[src/rtl/tbw_pkg.sv]
package tbw_pkg;
   localparam int unsigned REG_W      = 32;
   localparam int unsigned PER_W      = 6;
   // control fields
   localparam int unsigned C_PER_LO   = 30;  // period[1:0]
   localparam int unsigned C_ACT      = 28;  // reset action [29:28]
   localparam int unsigned C_IE       = 26;  // interrupt enable
   localparam int unsigned C_PER_HI   = 17;  // period[5:2]
   // status fields
   localparam int unsigned S_NEXT     = 31;
   localparam int unsigned S_INT      = 30;
   localparam int unsigned S_LAST     = 28;  // last reset [29:28]

   function automatic logic [PER_W-1:0] period_of(input logic [REG_W-1:0] w);
      return {w[C_PER_HI +: 4], w[C_PER_LO +: 2]};
   endfunction
endpackage

[src/rtl/tbw_timebase.sv]
module tbw_timebase #(
   parameter int unsigned TB_W  = 64,
   parameter int unsigned PER_W = 6
) (
   input  logic             clk,
   input  logic             rst_n,
   input  logic             tick_en,
   input  logic [PER_W-1:0] period,
   output logic             evt
);
   localparam logic [PER_W-1:0] TOP_IDX = PER_W'(TB_W - 1);

   initial begin
      assert (TB_W == (1 << PER_W))
         else $error("timebase width must equal 2**PER_W");
   end

   logic [TB_W-1:0]  tb_q;
   logic [PER_W-1:0] idx;
   logic             sel, sel_q;

   assign idx = TOP_IDX - period;
   assign sel = tb_q[idx];
   assign evt = sel & ~sel_q;

   always_ff @(posedge clk or negedge rst_n) begin
      if (!rst_n) begin
         tb_q  <= '0;
         sel_q <= 1'b0;
      end else begin
         if (tick_en) tb_q <= tb_q + TB_W'(1);
         sel_q <= sel;
      end
   end
endmodule

[src/rtl/tbw_ctrl.sv]
module tbw_ctrl
   import tbw_pkg::*;
#(
   parameter int unsigned ACT_W = 2
) (
   input  logic             clk,
   input  logic             rst_n,
   input  logic             wr,
   input  logic [REG_W-1:0] wdata,
   output logic [PER_W-1:0] period,
   output logic             int_en,
   output logic [ACT_W-1:0] act,
   output logic [REG_W-1:0] rdata
);
   logic unused_wbits;
   assign unused_wbits = ^{wdata[27], wdata[25:21], wdata[16:0]};

   always_ff @(posedge clk or negedge rst_n) begin
      if (!rst_n) begin
         period <= '0;
         int_en <= 1'b0;
         act    <= '0;
      end else if (wr) begin
         period <= period_of(wdata);
         int_en <= wdata[C_IE];
         if (act == '0) act <= wdata[C_ACT +: ACT_W];
      end
   end

   always_comb begin
      rdata                 = '0;
      rdata[C_PER_LO +: 2]  = period[1:0];
      rdata[C_PER_HI +: 4]  = period[5:2];
      rdata[C_ACT +: ACT_W] = act;
      rdata[C_IE]           = int_en;
   end
endmodule

[src/rtl/tbw_escalate.sv]
module tbw_escalate #(
   parameter int unsigned ACT_W = 2
) (
   input  logic             clk,
   input  logic             rst_n,
   input  logic             por_n,
   input  logic             evt,
   input  logic             clr_next,
   input  logic             clr_int,
   input  logic [ACT_W-1:0] act,
   output logic             next_f,
   output logic             int_f,
   output logic             req,
   output logic [ACT_W-1:0] last_act
);
   logic fire;
   assign fire = evt & next_f & int_f & (act != '0);

   always_ff @(posedge clk or negedge rst_n) begin
      if (!rst_n) begin
         next_f <= 1'b0;
         int_f  <= 1'b0;
         req    <= 1'b0;
      end else begin
         req <= fire;
         if (evt && !next_f)              next_f <= 1'b1;
         else if (evt && next_f && !int_f) int_f <= 1'b1;
         if (clr_next) next_f <= 1'b0;
         if (clr_int)  int_f  <= 1'b0;
      end
   end

   always_ff @(posedge clk or negedge por_n) begin
      if (!por_n)    last_act <= '0;
      else if (fire) last_act <= act;
   end
endmodule

[src/rtl/tbw_watchdog.sv]
module tbw_watchdog
   import tbw_pkg::*;
#(
   parameter int unsigned TB_W  = 64,
   parameter int unsigned ACT_W = 2
) (
   input  logic        clk,
   input  logic        por_n,
   input  logic        rst_n,
   input  logic        tick_en,
   input  logic        wr_en,
   input  logic        wr_addr,
   input  logic [31:0] wr_data,
   output logic [31:0] ctrl_rdata,
   output logic [31:0] stat_rdata,
   output logic        irq,
   output logic        rst_req
);
   initial begin
      assert (ACT_W == 2) else $error("reset action field is two bits wide");
   end

   logic             sys_rst_n;
   logic [PER_W-1:0] period;
   logic             int_en, evt, next_f, int_f;
   logic [ACT_W-1:0] act, last_act;
   logic             stat_wr;

   assign sys_rst_n = rst_n & por_n;
   assign stat_wr   = wr_en & wr_addr;

   tbw_timebase #(.TB_W(TB_W), .PER_W(PER_W)) u_tb (
      .clk(clk), .rst_n(sys_rst_n), .tick_en(tick_en),
      .period(period), .evt(evt));

   tbw_ctrl #(.ACT_W(ACT_W)) u_ctrl (
      .clk(clk), .rst_n(sys_rst_n), .wr(wr_en & ~wr_addr), .wdata(wr_data),
      .period(period), .int_en(int_en), .act(act), .rdata(ctrl_rdata));

   tbw_escalate #(.ACT_W(ACT_W)) u_esc (
      .clk(clk), .rst_n(sys_rst_n), .por_n(por_n), .evt(evt),
      .clr_next(stat_wr & wr_data[S_NEXT]), .clr_int(stat_wr & wr_data[S_INT]),
      .act(act), .next_f(next_f), .int_f(int_f), .req(rst_req),
      .last_act(last_act));

   always_comb begin
      stat_rdata                    = '0;
      stat_rdata[S_NEXT]            = next_f;
      stat_rdata[S_INT]             = int_f;
      stat_rdata[S_LAST +: ACT_W]   = last_act;
   end

   assign irq = int_f & int_en;
endmodule

[config.mk]
export PLATFORM = sky130hd
export DESIGN_NAME = tbw_watchdog
export DESIGN_NICKNAME = d
export VERILOG_FILES = /design/src/rtl/tbw_pkg.sv /design/src/rtl/tbw_timebase.sv /design/src/rtl/tbw_ctrl.sv /design/src/rtl/tbw_escalate.sv /design/src/rtl/tbw_watchdog.sv
export SDC_FILE = /design/constraint.sdc
export NUM_CORES = 1
export LEC_CHECK = 0
export BUFFER_PORTS_ARGS = -buffer_cell sky130_fd_sc_hd__buf_4
export CAP_MARGIN = 10
export CORE_ASPECT_RATIO = 0.6
export CORE_MARGIN = 2
export CORE_UTILIZATION = 38
export DETAILED_ROUTE_END_ITERATION = 8
export PLACE_DENSITY = 0.62
export RECOVER_POWER = 50
export SKIP_CTS_REPAIR_TIMING = 1
export SLEW_MARGIN = 40
export SYNTH_ARGS = -nofsm -noshare
export SYNTH_HDL_FRONTEND = slang
export SYNTH_SLANG_ARGS = --single-unit
[constraint.sdc]
create_clock -name clk -period 5.1 [get_ports clk]
set_input_delay 0.51 -clock clk [delete_from_list [all_inputs] [get_ports clk]]
set_output_delay 0.51 -clock clk [all_outputs]
set_load 0.03 [all_outputs]
; Word level (Yosys, flattened, before mapping)
; Cells that the tools add are included.
[op_classes]
add_sub_neg = 2
n_lt_le_gt_ge = 1
n_eq_ne = 1
mux = 7
bitwise = 12
reduce_logical = 11
[ops]
columns = op, count
row1 = "64-bit by 1-bit adder with 64-bit output, second input constant", 1
row2 = 1-bit bitwise AND, 10
row3 = "6-bit by 7-bit < comparator with 1-bit output, second input constant", 1
row4 = 1-bit binary-select mux with 6-bit select, 1
row5 = 1-bit 2-to-1 mux, 6
row6 = 2-bit nonzero test, 3
row7 = "6-bit subtractor, first input constant", 1
row8 = 2-bit AND reduction, 2
row9 = 1-bit logical AND, 3
row10 = 1-bit zero test, 2
row11 = 2-bit zero test, 1
row12 = "2-bit by 1-bit != test with 1-bit output, second input constant", 1
row13 = 1-bit NOT, 2
[word_totals]
reg_bits = 79
in_bits = 38
output_inout_bits = 66
wordCells = 43

; Longest topological paths before layout
[logic_depth]
depth_word = 9
ltp_mapped = 8
depth_no_buf = 7

; Hierarchy
; From an unflattened synthesis, not the netlist that was laid out.
[unflattened]
cells_unflattened = 424
area_unflattened_um2 = 4735.8
[modules_own_cells]
columns = module, n_inst, cells_per_inst, area_each_um2
row1 = tbw_timebase, 1, 319, 3683.5
row2 = tbw_ctrl, 1, 54, 608.1
row3 = tbw_watchdog, 1, 36, 260.2
row4 = tbw_escalate, 1, 15, 183.9

; Worst setup path before layout
; Ideal clock, no wire load.
[synth_path]
path_type = flip-flop to flip-flop
from = register u_ctrl.period[1]
to = register u_esc.last_act[0]
setup_ns = 0.128
arrival_ns = 2.318
required_ns = 4.972
setup_slack_ns = 2.654
path_stages_with_launch = 8
n_path_buf = 1
synth_period_minus_slack_ns = 2.446
cell_sequence = dfrtp_1 > buf_6 > mux4_2 > mux2_4 > o221ai_2 > a311oi_2 > o21ai_2 > mux2_1
[synth_between]
elab_chain_len = 7
[synth_rtl]
columns = item, line
row1 = start: declaration, tbw_ctrl.sv:10  ; output logic [PER_W-1:0] period,
row2 = start signal: assignment, tbw_ctrl.sv:24  ; period <= period_of(wdata);
row3 = 6-bit subtractor, tbw_timebase.sv:22  ; assign idx = TOP_IDX - period;
row4 = 1-bit binary-select mux with 6-bit select, tbw_timebase.sv:23  ; assign sel = tb_q[idx];
row5 = 1-bit 2-to-1 mux (not written as such), tbw_timebase.sv:23
row6 = 1-bit bitwise AND, tbw_timebase.sv:24  ; assign evt = sel & ~sel_q;
row7 = 1-bit bitwise AND (3 in series), tbw_escalate.sv:17  ; assign fire = evt & next_f & int_f & (act != '0);
row8 = end signal: assignment, tbw_escalate.sv:35  ; else if (fire) last_act <= act;
row9 = end: declaration, tbw_escalate.sv:14  ; output logic [ACT_W-1:0] last_act
; No other way between the ends. The select of a mux whose other input is x is not followed.
; A chain may end at the register's enable or synchronous reset.

==> out/results.ini <==
[outcome]
status = finished, violations left
violations = capacitance limit, slew limit

[placement]
port_buffers = 29
place_area_um2 = 4616
gp_congestion = 0.7785
dp_hpwl_um = 6178

[cells_and_area]
n_antenna_cell = 0
fill_cells = 1100
layout.nets = 451
final_cell_mix = dfrtp_1, conb_1, xnor2_1
final_area_um2 = 4896
drive_gt1_share_pct = 16.79
areaGrowthSynthToFinish_pct = 10.16
final_common_cell = dfrtp_1

[clock_network]
path_clk_slew_ns = 0.06
clock_latency_ns = 0.34
cts_tree = done
htree_levels = 3
cts_root_buf = clkbuf_16
cts_buffer_depth = 2
cts.sinks = 79
cts_made_buffers = 9

[drt]
wl_per_cell_um = 14.97
drt_first_pass_iters = 4
drc = 0
ant_nets = 0
num_vias = 2686
drt-initial-drc-count = 161
post_drt_via_cell_ratio = 4.655
wl_um = 8636

[timing]
period_share_pct = 66.44
skew_ns = 0.006488
fin_crit_ns = 3.389
tns_ns = 0
hold_ws_ns = 0.3736
finalSetupViolCount = 0
fmax_mhz = 295.1
worst_pin_slew_ns = 2.017
max-slew-margin-rel_pct = -34.48
hold_viol_final = 0
slew_violations = 34
rsz0062_at_grt = false

[synth]
synth-edff-count = 0
syn_inst = 380
ys_warn_count = 0
synth.area.top_cells = dfrtp_1, buf_4, xnor2_1
post_synth.cell_area_avg_um2 = 11.70
ys_ff_latch = 79
yosys.area.top_type_share_pct = 44.48
synthFlopType = dfrtp_1
syn-cell-area_um2 = 4444
synth-seq-area-share_pct = 44.48
ys_types = 44
synth_top_area_cell = dfrtp_1
async_flop_share_pct = 100.0

[die]
initial_core_util_pct = 39.21
io_pins = 104
core_um2 = 11340
row_count = 30
die-area_um2 = 12610
die_x_um = 143.6
die_y_um = 87.77

[critical_path]
end_kind = asynchronous set/reset pin
cp.required_ns = 5.15
cp_data_arrival_time_ns = 3.43
cp_max_fo = 34
timing_worst_setup_path_type = in -> async
worstSetupStartpointType = primary input
rrSetupSlack_ns = 2.26

[power]
ir_worst_vdd_v = 0.0001734
p_leak_uw = 0.002323
powerDensity_nw_per_um2 = 363.0

[job]
maxCapViolCount = 1

[global_routing]
grt_pass1_wl_um = 14090
grt_antenna_before_repair = 0
grt_max_degree = 35
gr-usage-all-layers_pct = 14.78
grt.overflow.total = 0
grt_pass1_vias = 2643

[min_path]
worstHoldPathType = in -> async

[cell type report]
| cell class | instances | area [µm²] | area share, % |
|---|---|---|---|
| sequential | 79 | 1978 | 40.40 |
| multi-input combinational | 278 | 2133 | 43.57 |
| clock buffer | 11 | 252.7 | 5.162 |
| clock inverter | 5 | 80.08 | 1.636 |
| tap | 160 | 200.2 | 4.089 |
| inverter | 12 | 45.04 | 0.9200 |
| timing repair buffer | 32 | 206.4 | 4.217 |
[synthesized netlist by cell type (4+ instances only)]
cell	number
dfrtp_1	79
nor3_1	4
inv_1	11
xor2_1	19
nand2_1	20
buf_4	54
nand3_1	22
and3_1	11
mux4_1	8
mux2i_1	7
nand4_2	4
nor2_1	17
mux2_2	9
mux4_2	8
xnor2_1	44
and4_1	4
nand4_1	14
and2_1	7
[power by group]
group	internal (µW)	switching [µW]	total [µW]	leakage [µW]
clock	454	255	709	0.000158
combinational	117	188	305	0.00111
sequential	681	82.4	764	0.00105
total	1250	525	1780	0.00232
[registers in the layout, summed over array words and instances (netlist names)]
register / flops
u_ctrl.act: 2
u_ctrl.int_en: 1
u_ctrl.period: 6
u_esc.int_f: 1
u_esc.last_act: 2
u_esc.next_f: 1
u_esc.req: 1
u_tb.sel_q: 1
u_tb.tb_q: 64
[critical path, cell delays in order]
cell,delay [ns]
dlygate4sd3_1,0.54
clkbuf_1,0.16
and2_0,0.70
clkbuf_1,1.51
[path summary, 6_finish.rpt]
kind / startpoint / cells past startpoint / to
min in group clk: wr_en / 2 / u_esc.next_f
max in group clk: u_ctrl.period[1] / 6 / u_esc.last_act[0]
min reg2reg: u_tb.tb_q[63] / 1 / u_tb.tb_q[63]
max: por_n / 4 / u_tb.tb_q[55]
max reg2reg: u_ctrl.period[1] / 6 / u_esc.last_act[0]
min: rst_n / 2 / u_ctrl.period[3]
[cells by family (layout without fill, tap and decap cells)]
group	count (synthesis)	count (layout)	synth area share (%)
AOI/OAI and AO/OA	13	13	2.674
xor gates and xnor gates	63	63	12.42
adders and majority gates	1	1	0.2815
buffers and inverters	73	60	11.74
DFF	79	79	44.48
muxes	35	35	13.49
other	1	51	0.08438
and+or+nand+nor	115	115	14.84
[metrics by stage]
stage	worst slack, ns	cells	power, µW	util [%]
2_1_floorplan	2.200	430	1044	-
3_3_place_gp	2.277	558	1088	40.36
3_5_place_dp	2.182	560	1102	40.72
4_1_cts	2.174	576	1821	43.65
5_1_grt	1.066	577	1859	43.19
6_report	1.711	577	1777	43.19
[metal layers]
metal / global-route usage, % / vias to the layer above / share of wire, %
met4: 4.100 / 0 / 1.1
met5: 0 / - / 0
li1: - / 1289 / -
met3: 4.483 / 9 / 5.1
met2: 20.26 / 54 / 41
met1: 22.46 / 1334 / 53
(Power assumes the default switching activity.)
